`src/rtl/qrc_pkg.sv`:
```
// Package qrc_pkg
// Shared constants and types for the four-register multicycle core:
// instruction layout, opcode values and controller phase encoding.
// Assumes 16-bit instruction words with four 4-bit fields.
package qrc_pkg;

    localparam int INSTR_W  = 16;
    localparam int FIELD_W  = 4;

    // Field start positions inside the instruction word (decoded by neighbours)
    localparam int OP_LSB   = 12;
    localparam int DST_LSB  = 8;
    localparam int SRCA_LSB = 4;
    localparam int SRCB_LSB = 0;

    // Operation codes
    localparam logic [FIELD_W-1:0] OPC_AND = 4'd0;
    localparam logic [FIELD_W-1:0] OPC_OR  = 4'd1;
    localparam logic [FIELD_W-1:0] OPC_ADD = 4'd2;
    localparam logic [FIELD_W-1:0] OPC_SUB = 4'd6;

    // Controller phases
    typedef enum logic [1:0] {
        PH_FETCH  = 2'd0,
        PH_DECODE = 2'd1,
        PH_EXEC   = 2'd2
    } phase_e;

    // Instruction view as named fields
    typedef struct packed {
        logic [FIELD_W-1:0] opc;
        logic [FIELD_W-1:0] dst;
        logic [FIELD_W-1:0] src_a;
        logic [FIELD_W-1:0] src_b;
    } instr_t;

    // True for the four implemented operation codes
    function automatic logic opc_is_defined(input logic [FIELD_W-1:0] opc);
        return (opc == OPC_AND) || (opc == OPC_OR) ||
               (opc == OPC_ADD) || (opc == OPC_SUB);
    endfunction

endpackage

```
`src/rtl/qrc_sequencer.sv`:
```
// Module qrc_sequencer
// Three-phase controller with program counter and instruction register.
// FETCH captures the memory word, DECODE lets the decoded fields settle,
// EXEC commits the write-back and advances the program counter.
// Assumes the instruction memory returns the word combinationally.
module qrc_sequencer
    import qrc_pkg::*;
#(
    parameter int AW = 8
) (
    input  logic               clk,
    input  logic               rst_n,
    input  logic [INSTR_W-1:0] mem_word,
    output logic [AW-1:0]      pc,
    output logic [INSTR_W-1:0] ir,
    output phase_e             phase,
    output logic               in_exec
);

    localparam logic [AW-1:0] PC_STEP = AW'(1);

    phase_e             phase_q;
    logic [AW-1:0]      pc_q;
    logic [INSTR_W-1:0] ir_q;

    // Advance the phase machine one step per clock
    always_ff @(posedge clk) begin
        if (!rst_n) begin
            phase_q <= PH_FETCH;
        end else begin
            unique case (phase_q)
                PH_FETCH:  phase_q <= PH_DECODE;
                PH_DECODE: phase_q <= PH_EXEC;
                PH_EXEC:   phase_q <= PH_FETCH;
                default:   phase_q <= PH_FETCH;
            endcase
        end
    end

    // Capture the addressed memory word at the end of FETCH
    always_ff @(posedge clk) begin
        if (!rst_n) begin
            ir_q <= '0;
        end else if (phase_q == PH_FETCH) begin
            ir_q <= mem_word;
        end
    end

    // Step the program counter at the end of EXEC, wrapping naturally
    always_ff @(posedge clk) begin
        if (!rst_n) begin
            pc_q <= '0;
        end else if (phase_q == PH_EXEC) begin
            pc_q <= pc_q + PC_STEP;
        end
    end

    assign pc      = pc_q;
    assign ir      = ir_q;
    assign phase   = phase_q;
    assign in_exec = (phase_q == PH_EXEC);

endmodule

```
`src/rtl/qrc_decoder.sv`:
```
// Module qrc_decoder
// Splits the held instruction into register selectors and an operation,
// and raises the write enable only in EXEC for a defined opcode.
// Assumes NREG is a power of two no larger than 16; only the low
// bits of each register field are used.
module qrc_decoder
    import qrc_pkg::*;
#(
    parameter int NREG  = 4,
    localparam int SEL_W = $clog2(NREG)
) (
    input  logic [INSTR_W-1:0] ir,
    input  logic               in_exec,
    output logic [FIELD_W-1:0] alu_opc,
    output logic [SEL_W-1:0]   wr_sel,
    output logic [SEL_W-1:0]   rd_a_sel,
    output logic [SEL_W-1:0]   rd_b_sel,
    output logic               wr_en
);

    instr_t fields;
    logic   unused_field_hi;

    // View the instruction as named fields and trim register selectors
    always_comb begin
        fields   = instr_t'(ir);
        alu_opc  = fields.opc;
        wr_sel   = fields.dst[SEL_W-1:0];
        rd_a_sel = fields.src_a[SEL_W-1:0];
        rd_b_sel = fields.src_b[SEL_W-1:0];
        wr_en    = in_exec && opc_is_defined(fields.opc);
    end

    generate
        if (SEL_W < FIELD_W) begin : g_hi_bits
            assign unused_field_hi = ^{fields.dst[FIELD_W-1:SEL_W],
                                       fields.src_a[FIELD_W-1:SEL_W],
                                       fields.src_b[FIELD_W-1:SEL_W]};
        end else begin : g_no_hi_bits
            assign unused_field_hi = 1'b0;
        end
    endgenerate

endmodule

```
`src/rtl/qrc_alu.sv`:
```
// Module qrc_alu
// Combinational ALU for the four implemented operations. Results wrap
// modulo 2^DW and no flags are produced. Undefined codes give zero;
// the decoder blocks their write-back.
module qrc_alu
    import qrc_pkg::*;
#(
    parameter int DW = 16
) (
    input  logic [FIELD_W-1:0] opc,
    input  logic [DW-1:0]      opnd_a,
    input  logic [DW-1:0]      opnd_b,
    output logic [DW-1:0]      result
);

    // Select the operation named by the opcode
    always_comb begin
        unique case (opc)
            OPC_ADD: result = opnd_a + opnd_b;
            OPC_SUB: result = opnd_a - opnd_b;
            OPC_AND: result = opnd_a & opnd_b;
            OPC_OR:  result = opnd_a | opnd_b;
            default: result = '0;
        endcase
    end

endmodule

```
`src/rtl/qrc_regfile.sv`:
```
// Module qrc_regfile
// NREG registers of DW bits with one write port and two read
// multiplexers. Reset loads each register from its SEEDS slice.
// Reads return the value before a same-edge write (registered storage).
module qrc_regfile #(
    parameter int                 DW    = 16,
    parameter int                 NREG  = 4,
    parameter logic [NREG*DW-1:0] SEEDS = '0,
    localparam int                SEL_W = $clog2(NREG)
) (
    input  logic               clk,
    input  logic               rst_n,
    input  logic               wr_en,
    input  logic [SEL_W-1:0]   wr_sel,
    input  logic [DW-1:0]      wr_data,
    input  logic [SEL_W-1:0]   rd_a_sel,
    input  logic [SEL_W-1:0]   rd_b_sel,
    output logic [DW-1:0]      rd_a,
    output logic [DW-1:0]      rd_b,
    output logic [NREG*DW-1:0] flat
);

    logic [DW-1:0] store_q [NREG];

    generate
        for (genvar k = 0; k < NREG; k++) begin : g_reg
            // Hold register k, reloading its seed on reset
            always_ff @(posedge clk) begin
                if (!rst_n) begin
                    store_q[k] <= SEEDS[k*DW +: DW];
                end else if (wr_en && (wr_sel == SEL_W'(k))) begin
                    store_q[k] <= wr_data;
                end
            end
            assign flat[k*DW +: DW] = store_q[k];
        end
    endgenerate

    // Route the two selected registers to the ALU operands
    always_comb begin
        rd_a = store_q[rd_a_sel];
        rd_b = store_q[rd_b_sel];
    end

endmodule

```
`src/rtl/quad_reg_cpu.sv`:
```
// Module quad_reg_cpu
// Top of the four-register multicycle core: sequencer, decoder,
// register file and ALU. One instruction every three clocks.
// Assumes imem_rdata reflects imem_addr within the same cycle.
module quad_reg_cpu
    import qrc_pkg::*;
#(
    parameter int                 AW    = 8,
    parameter int                 DW    = 16,
    parameter int                 NREG  = 4,
    parameter logic [NREG*DW-1:0] SEEDS = '0
) (
    input  logic                 clk,
    input  logic                 rst_n,
    output logic [AW-1:0]        imem_addr,
    input  logic [INSTR_W-1:0]   imem_rdata,
    output logic [NREG*DW-1:0]   dbg_regs
);

    localparam int SEL_W = $clog2(NREG);

    logic [INSTR_W-1:0] ir_w;
    phase_e             phase_w;
    logic               in_exec_w;
    logic [FIELD_W-1:0] opc_w;
    logic [SEL_W-1:0]   wr_sel_w, rd_a_sel_w, rd_b_sel_w;
    logic               wr_en_w;
    logic [DW-1:0]      opnd_a_w, opnd_b_w, result_w;

    qrc_sequencer #(.AW(AW)) u_seq (
        .clk      (clk),
        .rst_n    (rst_n),
        .mem_word (imem_rdata),
        .pc       (imem_addr),
        .ir       (ir_w),
        .phase    (phase_w),
        .in_exec  (in_exec_w)
    );

    qrc_decoder #(.NREG(NREG)) u_dec (
        .ir       (ir_w),
        .in_exec  (in_exec_w),
        .alu_opc  (opc_w),
        .wr_sel   (wr_sel_w),
        .rd_a_sel (rd_a_sel_w),
        .rd_b_sel (rd_b_sel_w),
        .wr_en    (wr_en_w)
    );

    qrc_regfile #(.DW(DW), .NREG(NREG), .SEEDS(SEEDS)) u_rf (
        .clk      (clk),
        .rst_n    (rst_n),
        .wr_en    (wr_en_w),
        .wr_sel   (wr_sel_w),
        .wr_data  (result_w),
        .rd_a_sel (rd_a_sel_w),
        .rd_b_sel (rd_b_sel_w),
        .rd_a     (opnd_a_w),
        .rd_b     (opnd_b_w),
        .flat     (dbg_regs)
    );

    qrc_alu #(.DW(DW)) u_alu (
        .opc    (opc_w),
        .opnd_a (opnd_a_w),
        .opnd_b (opnd_b_w),
        .result (result_w)
    );

endmodule

```
`config.mk`:
```
export PLATFORM = sky130hd
export DESIGN_NAME = quad_reg_cpu
export DESIGN_NICKNAME = d
export VERILOG_FILES = /design/src/rtl/qrc_pkg.sv /design/src/rtl/qrc_sequencer.sv /design/src/rtl/qrc_decoder.sv /design/src/rtl/qrc_alu.sv /design/src/rtl/qrc_regfile.sv /design/src/rtl/quad_reg_cpu.sv
export SDC_FILE = /design/constraint.sdc
export NUM_CORES = 1
export LEC_CHECK = 0
export CAP_MARGIN = 10
export CORE_AREA = 8 8 101 121
export DETAILED_ROUTE_END_ITERATION = 10
export DIE_AREA = 0 0 109 129
export PLACE_DENSITY = 0.88
export RECOVER_POWER = 25
export SLEW_MARGIN = 10
export SYNTH_ARGS = -nofsm -noshare
export SYNTH_HDL_FRONTEND = slang
export SYNTH_SLANG_ARGS = --single-unit
export TNS_END_PERCENT = 10
```
`constraint.sdc`:
```
create_clock -name clk -period 4.3 [get_ports clk]
set_input_delay 0.645 -clock clk [delete_from_list [all_inputs] [get_ports clk]]
set_output_delay 0.645 -clock clk [all_outputs]
set_load 0.03 [all_outputs]
```
* Yosys cells after proc, flatten, opt, wreduce, memory -nomap -nowiden *
Memories as Yosys holds them, arrays and structs flattened. A register that Yosys moved wholly into a read port is not among the register bits.
Index checks and enable logic that the tools add are counted.
Widths: inputs -> output; s select.

cells by class
  order comparisons = 0
  shift operators = 0
  $add $sub $neg = 3
  bitwise logic cells = 6
  reductions and logical operators = 11
  div/mod/pow operators = 0
  multiplexer cells = 23
  multiply operators = 0
  equal/unequal tests = 8

operator list
  kind                 count
  $mux 16              4
  $pmux 16 s4          1
  $add 16x16->16       1
  $and 16x16->16       1
  $or 16x16->16        1
  $sub 16x16->16       1
  $mux 1               13
  $add 8x1->8 const B  1
  $mux 2               4
  $eq 2x2->1 const B   3
  $logic_and 1x1->1    5
  $eq 2x1->1 const B   2
  $eq 4x1->1 const B   1
  $eq 4x2->1 const B   1
  $eq 4x3->1 const B   1
  $logic_not 2->1      2
  $logic_not 4->1      1
  $or 1x1->1           4
  $pmux 2 s2           1
  $logic_or 1x1->1     3

word-level totals
  bits in registers = 26
  logic and storage cells = 55
  RAM bits = 64
  output and inout bits = 72
  bits in read-only memories = 0
  bits of input ports = 18
  memories = 1
  latch bits = 0

memory list
  name          depth  bits a word  read ports  clocked after memory_dff  wr ports  line               source
  u_rf.store_q  4      16           6           2                         4         qrc_regfile.sv:23  logic [DW-1:0] store_q [NREG];

* Depth between registers and ports, before layout *
Gate-level depths: netlist of the first run.

  depth in word-level cells = 10
  gate-level depth with buffers = 18
  mapped depth without buffers = 17

* Modules after synthesis *
From an unflattened synthesis of the first run, not the netlist that was laid out.

second synthesis, totals
  cell total of the unflattened synthesis = 520
  area total of the unflattened synthesis = 5,836.8 um^2

by module, submodules not included
  module         area an instance (um^2)  sequential area each (um^2)  times used  cells an instance
  qrc_regfile    3,268.1                  1,921.8                      1           183
  qrc_alu        1,508.9                  0.0                          1           211
  qrc_sequencer  957.2                    520.5                        1           114
  qrc_decoder    102.6                    0.0                          1           12

* Worst setup path before layout of the first run *
No wires, ideal clock.

  path type = flip-flop to flip-flop
  start = mem u_rf.store_q[3][0]
  end = mem u_rf.store_q[0][13], data pin
  stages on the path, launching flop included = 17
  setup slack = 0.298 ns
  library setup time = 0.265 ns
  arrival time = 3.737 ns
  data required time = 4.035 ns
  path buffers = 0
  period minus slack after synthesis = 4.002 ns
  cell sequence = edfxtp_1 > mux4_2 > inv_1 > ha_1 > nand2_1 > nor3_1 > nand2b_1 > o21ai_0 > xor2_1 > ha_1 > a21oi_1 > o211ai_1 > a2bb2oi_1 > a21boi_0 > or3_1 > a31oi_1 > nor2_1

RTL lines
  element          line
  start, declared  qrc_regfile.sv:23

==> metrics.md, run 1 <==
| Metric | Value |
|---|---|
| H-tree lvl count | `3` |
| Pin count of the biggest net entering global routing | `28` |
| Arrival time at the worst endpoint | `4.38 ns` |
| Number of top-level pins | `90` |
| Later-pin clock latency in the skew report | `about 0.36 ns` |
| Main area contributors after synthesis | `sky130_fd_sc_hd__edfxtp_1 36%, sky130_fd_sc_hd__mux4_2 11%, sky130_fd_sc_hd__dfxtp_1 9.1%, sky130_fd_sc_hd__nor2_1 5.3%, sky130_fd_sc_hd__ha_1 4.5%` |
| Standard-cell row count | `41` |
| Placer Congestion | `approximately 0.94` |
| RSZ-0062 raised after global routing | `yes` |
| Width of the chip | `109 um` |
| Warnings, synthesis | `0` |
| Proportion of synthesized chip area in sequential cells | `0.453` |
| TritonCTS clock tree | `yes` |
| Cell with the most instances on the worst path | `sky130_fd_sc_hd__buf_4` |
| Fraction of the core area covered by cells at the end of the flow | `0.662` |
| Number of iterations in the first detailed-routing pass | `5` |
| Clock skew after layout | `0.00766 ns` |
| Core box area | `roughly 10000 um^2` |
| Required arrival time at the worst endpoint | `~4.4 ns` |
| DP Worst Slack | `-0.0461 ns` |
| Die Outline Area | `14100 um^2` |
| Fraction of layout cells with a size suffix above 1 | `0.161` |
| Residual DRC | `0` |
| Period utilization | `1.01` |
| Part of the power in combinational logic | `0.307` |
| Classification of the worst-slack hold path | `flip-flop to flip-flop` |
| Placed standard-cell area | `6480 um^2` |
| Area of the multi-input gates | `around 2800 um^2` |
| Clock-pin slew reported for the worst setup and hold paths after clock tree synthesis | `~0.070 ns` |
| Post-DP HPWL | `roughly 11000 um` |
| ANT nets after route | `0` |
| Hold Worst Slack | `between 0.4 and 0.5 ns` |
| Hold violation total from the final report | `0` |
| Average footprint of a synthesized cell | `11.1 um^2` |
| Number of global-route vias before repair | `4541` |
| Clock buffers created by TritonCTS | `9` |
| First DRT Iteration DRCs | `between 300 and 400` |
| GRT Residual Overflow | `0` |
| CP Max Fanout | `10` |
| Layout filler cell count | `763` |
| Share of the synthesized area in the top cell type | `0.362` |
| Vias | `4437` |
| Synth Instances | `between 400 and 500` |
| Max VDD drop | `about 0.00027 V` |
| Pwr/cell area | `381 nW/um^2` |
| Share of total power consumed by net switching | `0.323` |
| Main synth FF type | `sky130_fd_sc_hd__edfxtp_1` |
| Buffer levels on the longest clock path | `2` |
| Remaining max-slew budget at the tightest pin | `0.189` |
| Largest stage delay on the critical path | `0.57 ns` |
| Number of antenna violations at the first check in global routing | `0` |
| Global-route wire length before repair | `about 24000 um` |
| Die height | `129 um` |
| Synth unique cells | `51` |
| Avg Vias per Cell | `roughly 6` |
| Post-synth ARST share | `0` |
| Hold buffers post-CTS | `0` |
| Register Area | `2400 um^2` |
| Final std cell area, no fill | `6830 um^2` |
| Gr usage total | `0.223` |
| Total wirelength of the detailed-routed design | `between 15000 and 20000 um` |
| # Max-Cap Violations | `0` |
| Count of clock tree sinks | `88` |
| Cell at the slowest stage of the critical path | `sky130_fd_sc_hd__or4_4` |
| Type of the worst setup path | `flip-flop to flip-flop` |
| Clock group share of total power | `0.314` |
| Layout-stage area growth over the synthesis result | `28.7%` |
| Critical path capture point type | `flip-flop` |
| Clock root cell | `sky130_fd_sc_hd__clkbuf_16` |
| Buffers inserted by post-CTS timing repair | `0` |
| Wire per inst | `21.8 um` |
| Non-filler instance count after layout | `slightly above 700` |
| Number of synthesized register bits | `between 80 and 90` |
| Dominant cell by count in the synthesized netlist | `sky130_fd_sc_hd__nor2_1` |
| Setup crit start kind | `flip-flop` |
| Number of endpoints failing setup at the final stage | `1` |
| Internal power summed over all cells | `around 1.8 mW` |
| Switching Power | `~0.84 mW` |
| Dominant cell type by area after synthesis | `sky130_fd_sc_hd__edfxtp_1` |
| Worst-path cell chain | `buf_12 -> mux4_2 -> buf_4 -> or4_4 -> o41ai_1 -> xor2_1 -> ha_1 -> a21oi_1 -> o211ai_1 -> a2bb2oi_2 -> a21boi_2 -> or3_1 -> a31oi_1 -> buf_4 -> nor2_1` |
| Result of the run | `finished, violations left` |
| Effective utilization at floorplan | `0.515` |
| Static Leakage | `around 2.5 nW` |
| Layout Nets | `between 600 and 700` |
| Worst R2R Setup Slack | `-0.02 ns` |
| Final Critical Period | `between 4 and 5 ns` |
| Dpl cells | `703` |
| Total power | `about 2.6 mW` |
| Sequential fraction of design power | `0.379` |
| Failing checks | `setup timing` |
| Synthesized netlist net count | `around 500` |
| Total count of max-transition violations in the final report | `0` |
| Actual slew at the worst max-slew pin | `1.22 ns` |
| Setup slack after layout | `-0.0216 ns` |
| Synthesized area | `5310 um^2` |
| Antenna Diode Count | `0` |
| Top achievable clock speed | `231 MHz` |
| Most frequent cells after synthesis | `75 x sky130_fd_sc_hd__nor2_1, 64 x sky130_fd_sc_hd__edfxtp_1, 49 x sky130_fd_sc_hd__nand2_1, 25 x sky130_fd_sc_hd__mux4_2` |
| Number of synthesized flops with an enable pin | `64` |
| Count of buffers inserted at the top-level ports | `83` |
| Final setup TNS | `-0.0216 ns` |
-- timing repair --
item / in CTS / in global routing
pin swaps: 0 / 1
setup endpoints to repair: 4 / 19
resized for setup: 3 / 9
-- layout make-up --
class | count | area share
well taps | 129 | 0.0236
clock inverters | 6 | 0.0108
inverters | 15 | 0.00825
clock buffers | 10 | 0.0335
repair buffers | 119 | 0.163
flip-flops and latches | 88 | 0.352
multi-input cells | 352 | 0.409
-- worst paths after layout --
kind,start,end,cells past startpoint
hold / removal,u_seq.phase[0]$_SDFF_PN0_,u_seq.phase[1]$_SDFF_PN0_,2
setup / recovery,flip-flop,u_rf.store_q[2][13]$_SDFFCE_PN0P_,15
setup reg to reg,flip-flop,u_rf.store_q[2][13]$_SDFFCE_PN0P_,15
hold reg to reg,u_seq.phase[0]$_SDFF_PN0_,u_seq.phase[1]$_SDFF_PN0_,2
-- critical path: cells and delay by family (launching register included) --
kind / cells / cell delay [ns]
AOI/OAI and AO/OA: 6 / 1.23
and+or+nand+nor: 3 / 0.94
muxes: 1 / 0.52
buffers and inverters: 3 / 0.49
adders and majority gates: 1 / 0.38
DFF: 1 / 0.36
xor gates and xnor gates: 1 / 0.12
-- registers in the layout, summed over array words and instances (netlist names), named ones only --
register      count
u_seq.ir         10
u_rf.store_q     64
u_seq.pc          8
u_seq.phase       2
-- routing by layer --
| metal | wire (um) | share of wire | up-vias | global-route usage |
|---|---|---|---|---|
| li1 | - | - | 1972 | - |
| met5 | 0 | 0 | - | 0 |
| met2 | 8320 | 0.53 | 248 | 0.387 |
| met4 | 347 | 0.022 | 0 | 0.109 |
| met1 | 5640 | 0.36 | 2189 | 0.254 |
| met3 | 1400 | 0.089 | 28 | 0.0475 |
-- power groups by stage --
stage / clock, mW / sequential, mW / combinational, mW
after floorplan: 0 / 1.04 / 0.480
after global placement: 0 / 0.999 / 0.744
after detailed placement: 0 / 1.00 / 0.764
after CTS: 0.810 / 0.986 / 0.777
after global routing: 0.841 / 0.990 / 0.853
final: 0.817 / 0.987 / 0.798
-- cells by family after synthesis --
| kind of cell | synth area share |
|---|---|
| fa+ha+maj | 0.0731 |
| mux | 0.143 |
| flops | 0.453 |
| xor+xnor | 0.0512 |
| buf+inv | 0.0309 |
| compound gates | 0.108 |
| simple gates | 0.141 |
-- cell usage in the layout, fill, tap and decap left out, types with 2 or more instances in the layout --
| master | netlist | layout |
|---|---|---|
| sky130_fd_sc_hd__and2_0 | 0 | 4 |
| sky130_fd_sc_hd__clkbuf_16 | 0 | 9 |
| sky130_fd_sc_hd__ha_1 | 19 | 19 |
| sky130_fd_sc_hd__or2_2 | 3 | 3 |
| sky130_fd_sc_hd__a22oi_1 | 9 | 9 |
| sky130_fd_sc_hd__a21boi_0 | 14 | 13 |
| sky130_fd_sc_hd__xor2_1 | 9 | 9 |
| sky130_fd_sc_hd__edfxtp_1 | 64 | 64 |
| sky130_fd_sc_hd__o21ai_0 | 14 | 13 |
| sky130_fd_sc_hd__dfxtp_1 | 24 | 24 |
| sky130_fd_sc_hd__maj3_1 | 13 | 13 |
| sky130_fd_sc_hd__xnor2_1 | 22 | 22 |
| sky130_fd_sc_hd__a21oi_2 | 1 | 2 |
| sky130_fd_sc_hd__clkbuf_1 | 17 | 2 |
| sky130_fd_sc_hd__mux4_1 | 7 | 6 |
| sky130_fd_sc_hd__inv_1 | 15 | 15 |
| sky130_fd_sc_hd__nor2b_1 | 4 | 4 |
| sky130_fd_sc_hd__o211ai_1 | 2 | 2 |
| sky130_fd_sc_hd__a21oi_1 | 24 | 23 |
| sky130_fd_sc_hd__and3_1 | 2 | 2 |
| sky130_fd_sc_hd__a31oi_1 | 3 | 3 |
| sky130_fd_sc_hd__clkdlybuf4s50_1 | 0 | 70 |
| sky130_fd_sc_hd__nand2_1 | 49 | 49 |
| sky130_fd_sc_hd__nand3_1 | 6 | 6 |
| sky130_fd_sc_hd__mux4_2 | 25 | 26 |
| sky130_fd_sc_hd__buf_4 | 0 | 34 |
| sky130_fd_sc_hd__nand4_1 | 3 | 3 |
| sky130_fd_sc_hd__a21o_1 | 7 | 7 |
| sky130_fd_sc_hd__o21ai_1 | 1 | 2 |
| sky130_fd_sc_hd__nand2b_1 | 3 | 3 |
| sky130_fd_sc_hd__nor3_1 | 6 | 6 |
| sky130_fd_sc_hd__o31ai_2 | 0 | 2 |
| sky130_fd_sc_hd__nor2_1 | 75 | 74 |
| sky130_fd_sc_hd__and2_1 | 9 | 5 |
| sky130_fd_sc_hd__inv_6 | 0 | 2 |
| sky130_fd_sc_hd__dlygate4sd3_1 | 0 | 13 |
No activity file was read; power rests on OpenSTA's default activity.
==> run 2, diff against run 1 <==
- CAP_MARGIN: 10 -> unset
==> results of run 2 <==
No change in the layout: final DEF, timing and power equal those of run 1.
==> run 3, diff against run 2 <==
- CORE_AREA: 8 8 101 121 -> 8 8 105 126
- DIE_AREA: 0 0 109 129 -> 0 0 113 134
- SYNTH_HIERARCHICAL: unset -> 1
- TNS_END_PERCENT: 10 -> 5
==> metrics.md, run 3 <==
| Metric | Value |
|---|---|
| Part of the power in combinational logic | `0.330` |
| TritonCTS clock tree | `yes` |
| Standard-cell row count | `between 40 and 50` |
| Clock-pin slew reported for the worst setup and hold paths after clock tree synthesis | `roughly 0.06 ns` |
| # Max-Cap Violations | `0` |
| Static Leakage | `2.65 nW` |
| Total wirelength of the detailed-routed design | `between 15000 and 20000 um` |
| Number of top-level pins | `90` |
| Layout Nets | `between 600 and 700` |
| Clock buffers created by TritonCTS | `9` |
| Later-pin clock latency in the skew report | `between 0.3 and 0.4 ns` |
| Result of the run | `completed` |
| Post-DP HPWL | `between 10000 and 15000 um` |
| Number of iterations in the first detailed-routing pass | `5` |
| Die Outline Area | `roughly 15000 um^2` |
| H-tree lvl count | `3` |
| Gr usage total | `0.213` |
| Synth Instances | `around 500` |
| Cell at the slowest stage of the critical path | `sky130_fd_sc_hd__mux4_2` |
| Largest stage delay on the critical path | `0.57 ns` |
| Width of the chip | `roughly 110 um` |
| Register Area | `between 2000 and 2500 um^2` |
| Bufs and invs on worst path | `1` |
| Core box area | `about 11000 um^2` |
| Actual slew at the worst max-slew pin | `1.04 ns` |
| Most frequent cells in the layout | `83 x sky130_fd_sc_hd__clkdlybuf4s50_1, 64 x sky130_fd_sc_hd__edfxtp_1, 63 x sky130_fd_sc_hd__and2_1` |
| Count of cells along the worst hold path | `2` |
| Clock skew after layout | `0.00581 ns` |
| Biggest register | `u_rf/store_q` |
| Share of total power consumed by net switching | `0.322` |
| Hold Worst Slack | `0.483 ns` |
| Number of global-route vias before repair | `4594` |
| Placer Congestion | `0.855` |
| Die height | `roughly 130 um` |
| Setup crit start kind | `flip-flop` |
| Clock root cell | `sky130_fd_sc_hd__clkbuf_16` |
| Wire per inst | `22.5 um` |
| ANT nets after route | `0` |
| Number of cells traversed by the worst register-to-register path | `14` |
| Required arrival time at the worst endpoint | `4.39 ns` |
| Clock group share of total power | `0.285` |
| RSZ-0062 raised after global routing | `yes` |
| Pwr/cell area | `approximately 350 nW/um^2` |
| Layout-stage area growth over the synthesis result | `23.8%` |
| Avg Vias per Cell | `between 6 and 7` |
| Pin count of the biggest net entering global routing | `21` |
| Global-route wire length before repair | `24900 um` |
| Non-filler instance count after layout | `730` |
| Final std cell area, no fill | `6980 um^2` |
| Buffer levels on the longest clock path | `2` |
| Synthesized netlist net count | `between 500 and 600` |
| Residual DRC | `0` |
| Cell family with the largest share of critical-path delay | `simple AND/OR/NAND/NOR gates` |
| Arrival time at the worst endpoint | `about 4.3 ns` |
| Worst reg2reg path startpoint | `u_seq/ir[0]$_SDFFE_PN0N_` |
| Hold violation total from the final report | `0` |
| Count of clock tree sinks | `between 80 and 90` |
| First DRT Iteration DRCs | `442` |
| Synthesized area | `5640 um^2` |
| Worst-path cell chain | `buf_12 -> mux4_2 -> nor4_4 -> nand3b_1 -> or4_4 -> o31ai_4 -> xor2_1 -> ha_1 -> a21o_1 -> or3_1 -> o21ai_2 -> xor2_2 -> o21ai_2 -> and2_1` |
| Number of antenna violations at the first check in global routing | `0` |
| CP Max Fanout | `8` |
| Internal power summed over all cells | `1.68 mW` |
| Hold EP | `u_seq/pc[7]$_SDFFE_PN0P_` |
| Worst R2R Setup Slack | `about 0.13 ns` |
| Period utilization | `0.970` |
| End of the worst register-to-register path | `u_rf/store_q[2][13]$_SDFFCE_PN0P_` |
| Layout filler cell count | `846` |
| Fraction of layout cells with a size suffix above 1 | `0.163` |
| Switching Power | `around 0.8 mW` |
| Number of endpoints failing setup at the final stage | `0` |
| Number of flip-flops in the largest register | `64` |
| Dpl cells | `approximately 710` |
| Top achievable clock speed | `approximately 240 MHz` |
| Effective utilization at floorplan | `0.499` |
| Hold buffers post-CTS | `0` |
| GRT Residual Overflow | `0` |
| Number of cells on the critical path | `14` |
| Classification of the worst-slack hold path | `flip-flop to flip-flop` |
| Critical path capture point type | `flip-flop` |
| Start point of the worst min-delay path | `u_seq/pc[7]$_SDFFE_PN0P_` |
| Cell with the most instances on the worst path | `sky130_fd_sc_hd__o21ai_2` |
| Warnings, synthesis | `6` |
| Vias | `between 4k and 5k` |
| Total count of max-transition violations in the final report | `0` |
| Final Critical Period | `roughly 4.2 ns` |
| Antenna Diode Count | `0` |
| Area of the multi-input gates | `about 3000 um^2` |
| Max VDD drop | `about 0.00026 V` |
| Count of buffers inserted at the top-level ports | `83` |
| Remaining max-slew budget at the tightest pin | `0.302` |
| Average footprint of a synthesized cell | `between 10 and 15 um^2` |
| Type of the worst setup path | `flip-flop to flip-flop` |
| Placed standard-cell area | `6670 um^2` |
| Leading cell type in the layout, fill and taps excluded | `sky130_fd_sc_hd__clkdlybuf4s50_1` |
| Sequential fraction of design power | `0.385` |
[run 3: final cells by class]
cell class                 count  share of cell area
inverter                      14             0.00752
timing repair buffer         117               0.157
clock buffer                  14              0.0378
sequential                    84               0.333
clock inverter                 2             0.00125
tap                          135              0.0242
multi-input combinational    364               0.439
[run 3: per-stage QoR]
| stage | util | TNS [ns] | setup WS [ns] | power, mW |
|---|---|---|---|---|
| 2_1_floorplan | - | 0 | 0.150 | 1.51 |
| 3_3_place_gp | 0.591 | 0 | 0.151 | 1.72 |
| 3_5_place_dp | 0.591 | 0 | 0.0350 | 1.75 |
| 4_1_cts | 0.615 | 0 | 0.00295 | 2.44 |
| 5_1_grt | 0.618 | -0.0740 | -0.0268 | 2.56 |
| 6_report | 0.618 | 0 | 0.130 | 2.47 |
[run 3: worst register-to-register path, stage by stage, from the launching register on]
cell                       delay [ns]
sky130_fd_sc_hd__dfxtp_2         0.35
sky130_fd_sc_hd__buf_12          0.14
sky130_fd_sc_hd__mux4_2          0.57
sky130_fd_sc_hd__nor4_4          0.31
sky130_fd_sc_hd__nand3b_1        0.15
sky130_fd_sc_hd__or4_4           0.47
sky130_fd_sc_hd__o31ai_4         0.19
sky130_fd_sc_hd__xor2_1          0.20
sky130_fd_sc_hd__ha_1            0.28
sky130_fd_sc_hd__a21o_1          0.19
sky130_fd_sc_hd__or3_1           0.38
sky130_fd_sc_hd__o21ai_2         0.16
sky130_fd_sc_hd__xor2_2          0.23
sky130_fd_sc_hd__o21ai_2         0.11
sky130_fd_sc_hd__and2_1          0.18
[run 3: metal layers]
metal  GRT usage  wire [um]  up-vias
met5           0          0        -
met4      0.0927        487        0
met3      0.0427       1210       46
met2       0.390       8720      240
met1       0.231       6020     2252
li1            -          -     2029
[run 3: what timing repair did]
action / in CTS / in global routing
setup endpoints to repair: 0 / 12
setup buffers: 0 / 1
resized for setup: 0 / 11
[run 3: worst max-delay path by stage]
stage | endpoint | slack, ns | from
after floorplan | u_rf/store_q[0][15]$_SDFFCE_PN0P_ | 0.15 | u_seq/ir[0]$_SDFFE_PN0N_
final | u_rf/store_q[2][13]$_SDFFCE_PN0P_ | 0.13 | u_seq/ir[0]$_SDFFE_PN0N_
after global placement | u_rf/store_q[0][13]$_SDFFCE_PN0P_ | 0.15 | u_seq/ir[0]$_SDFFE_PN0N_
after global routing | u_rf/store_q[2][13]$_SDFFCE_PN0P_ | -0.03 | u_seq/ir[0]$_SDFFE_PN0N_
after detailed placement | u_rf/store_q[2][13]$_SDFFCE_PN0P_ | 0.03 | u_seq/ir[0]$_SDFFE_PN0N_
after CTS | u_rf/store_q[2][13]$_SDFFCE_PN0P_ | 0.003 | u_seq/ir[0]$_SDFFE_PN0N_
[run 3: power by group through the flow]
stage | Combinational, mW | Sequential (mW) | Clock (mW)
floorplan | 0.508 | 0.999 | 0
global placement | 0.757 | 0.962 | 0
detailed placement | 0.780 | 0.968 | 0
CTS | 0.789 | 0.951 | 0.705
global route | 0.873 | 0.956 | 0.735
finish | 0.816 | 0.952 | 0.705
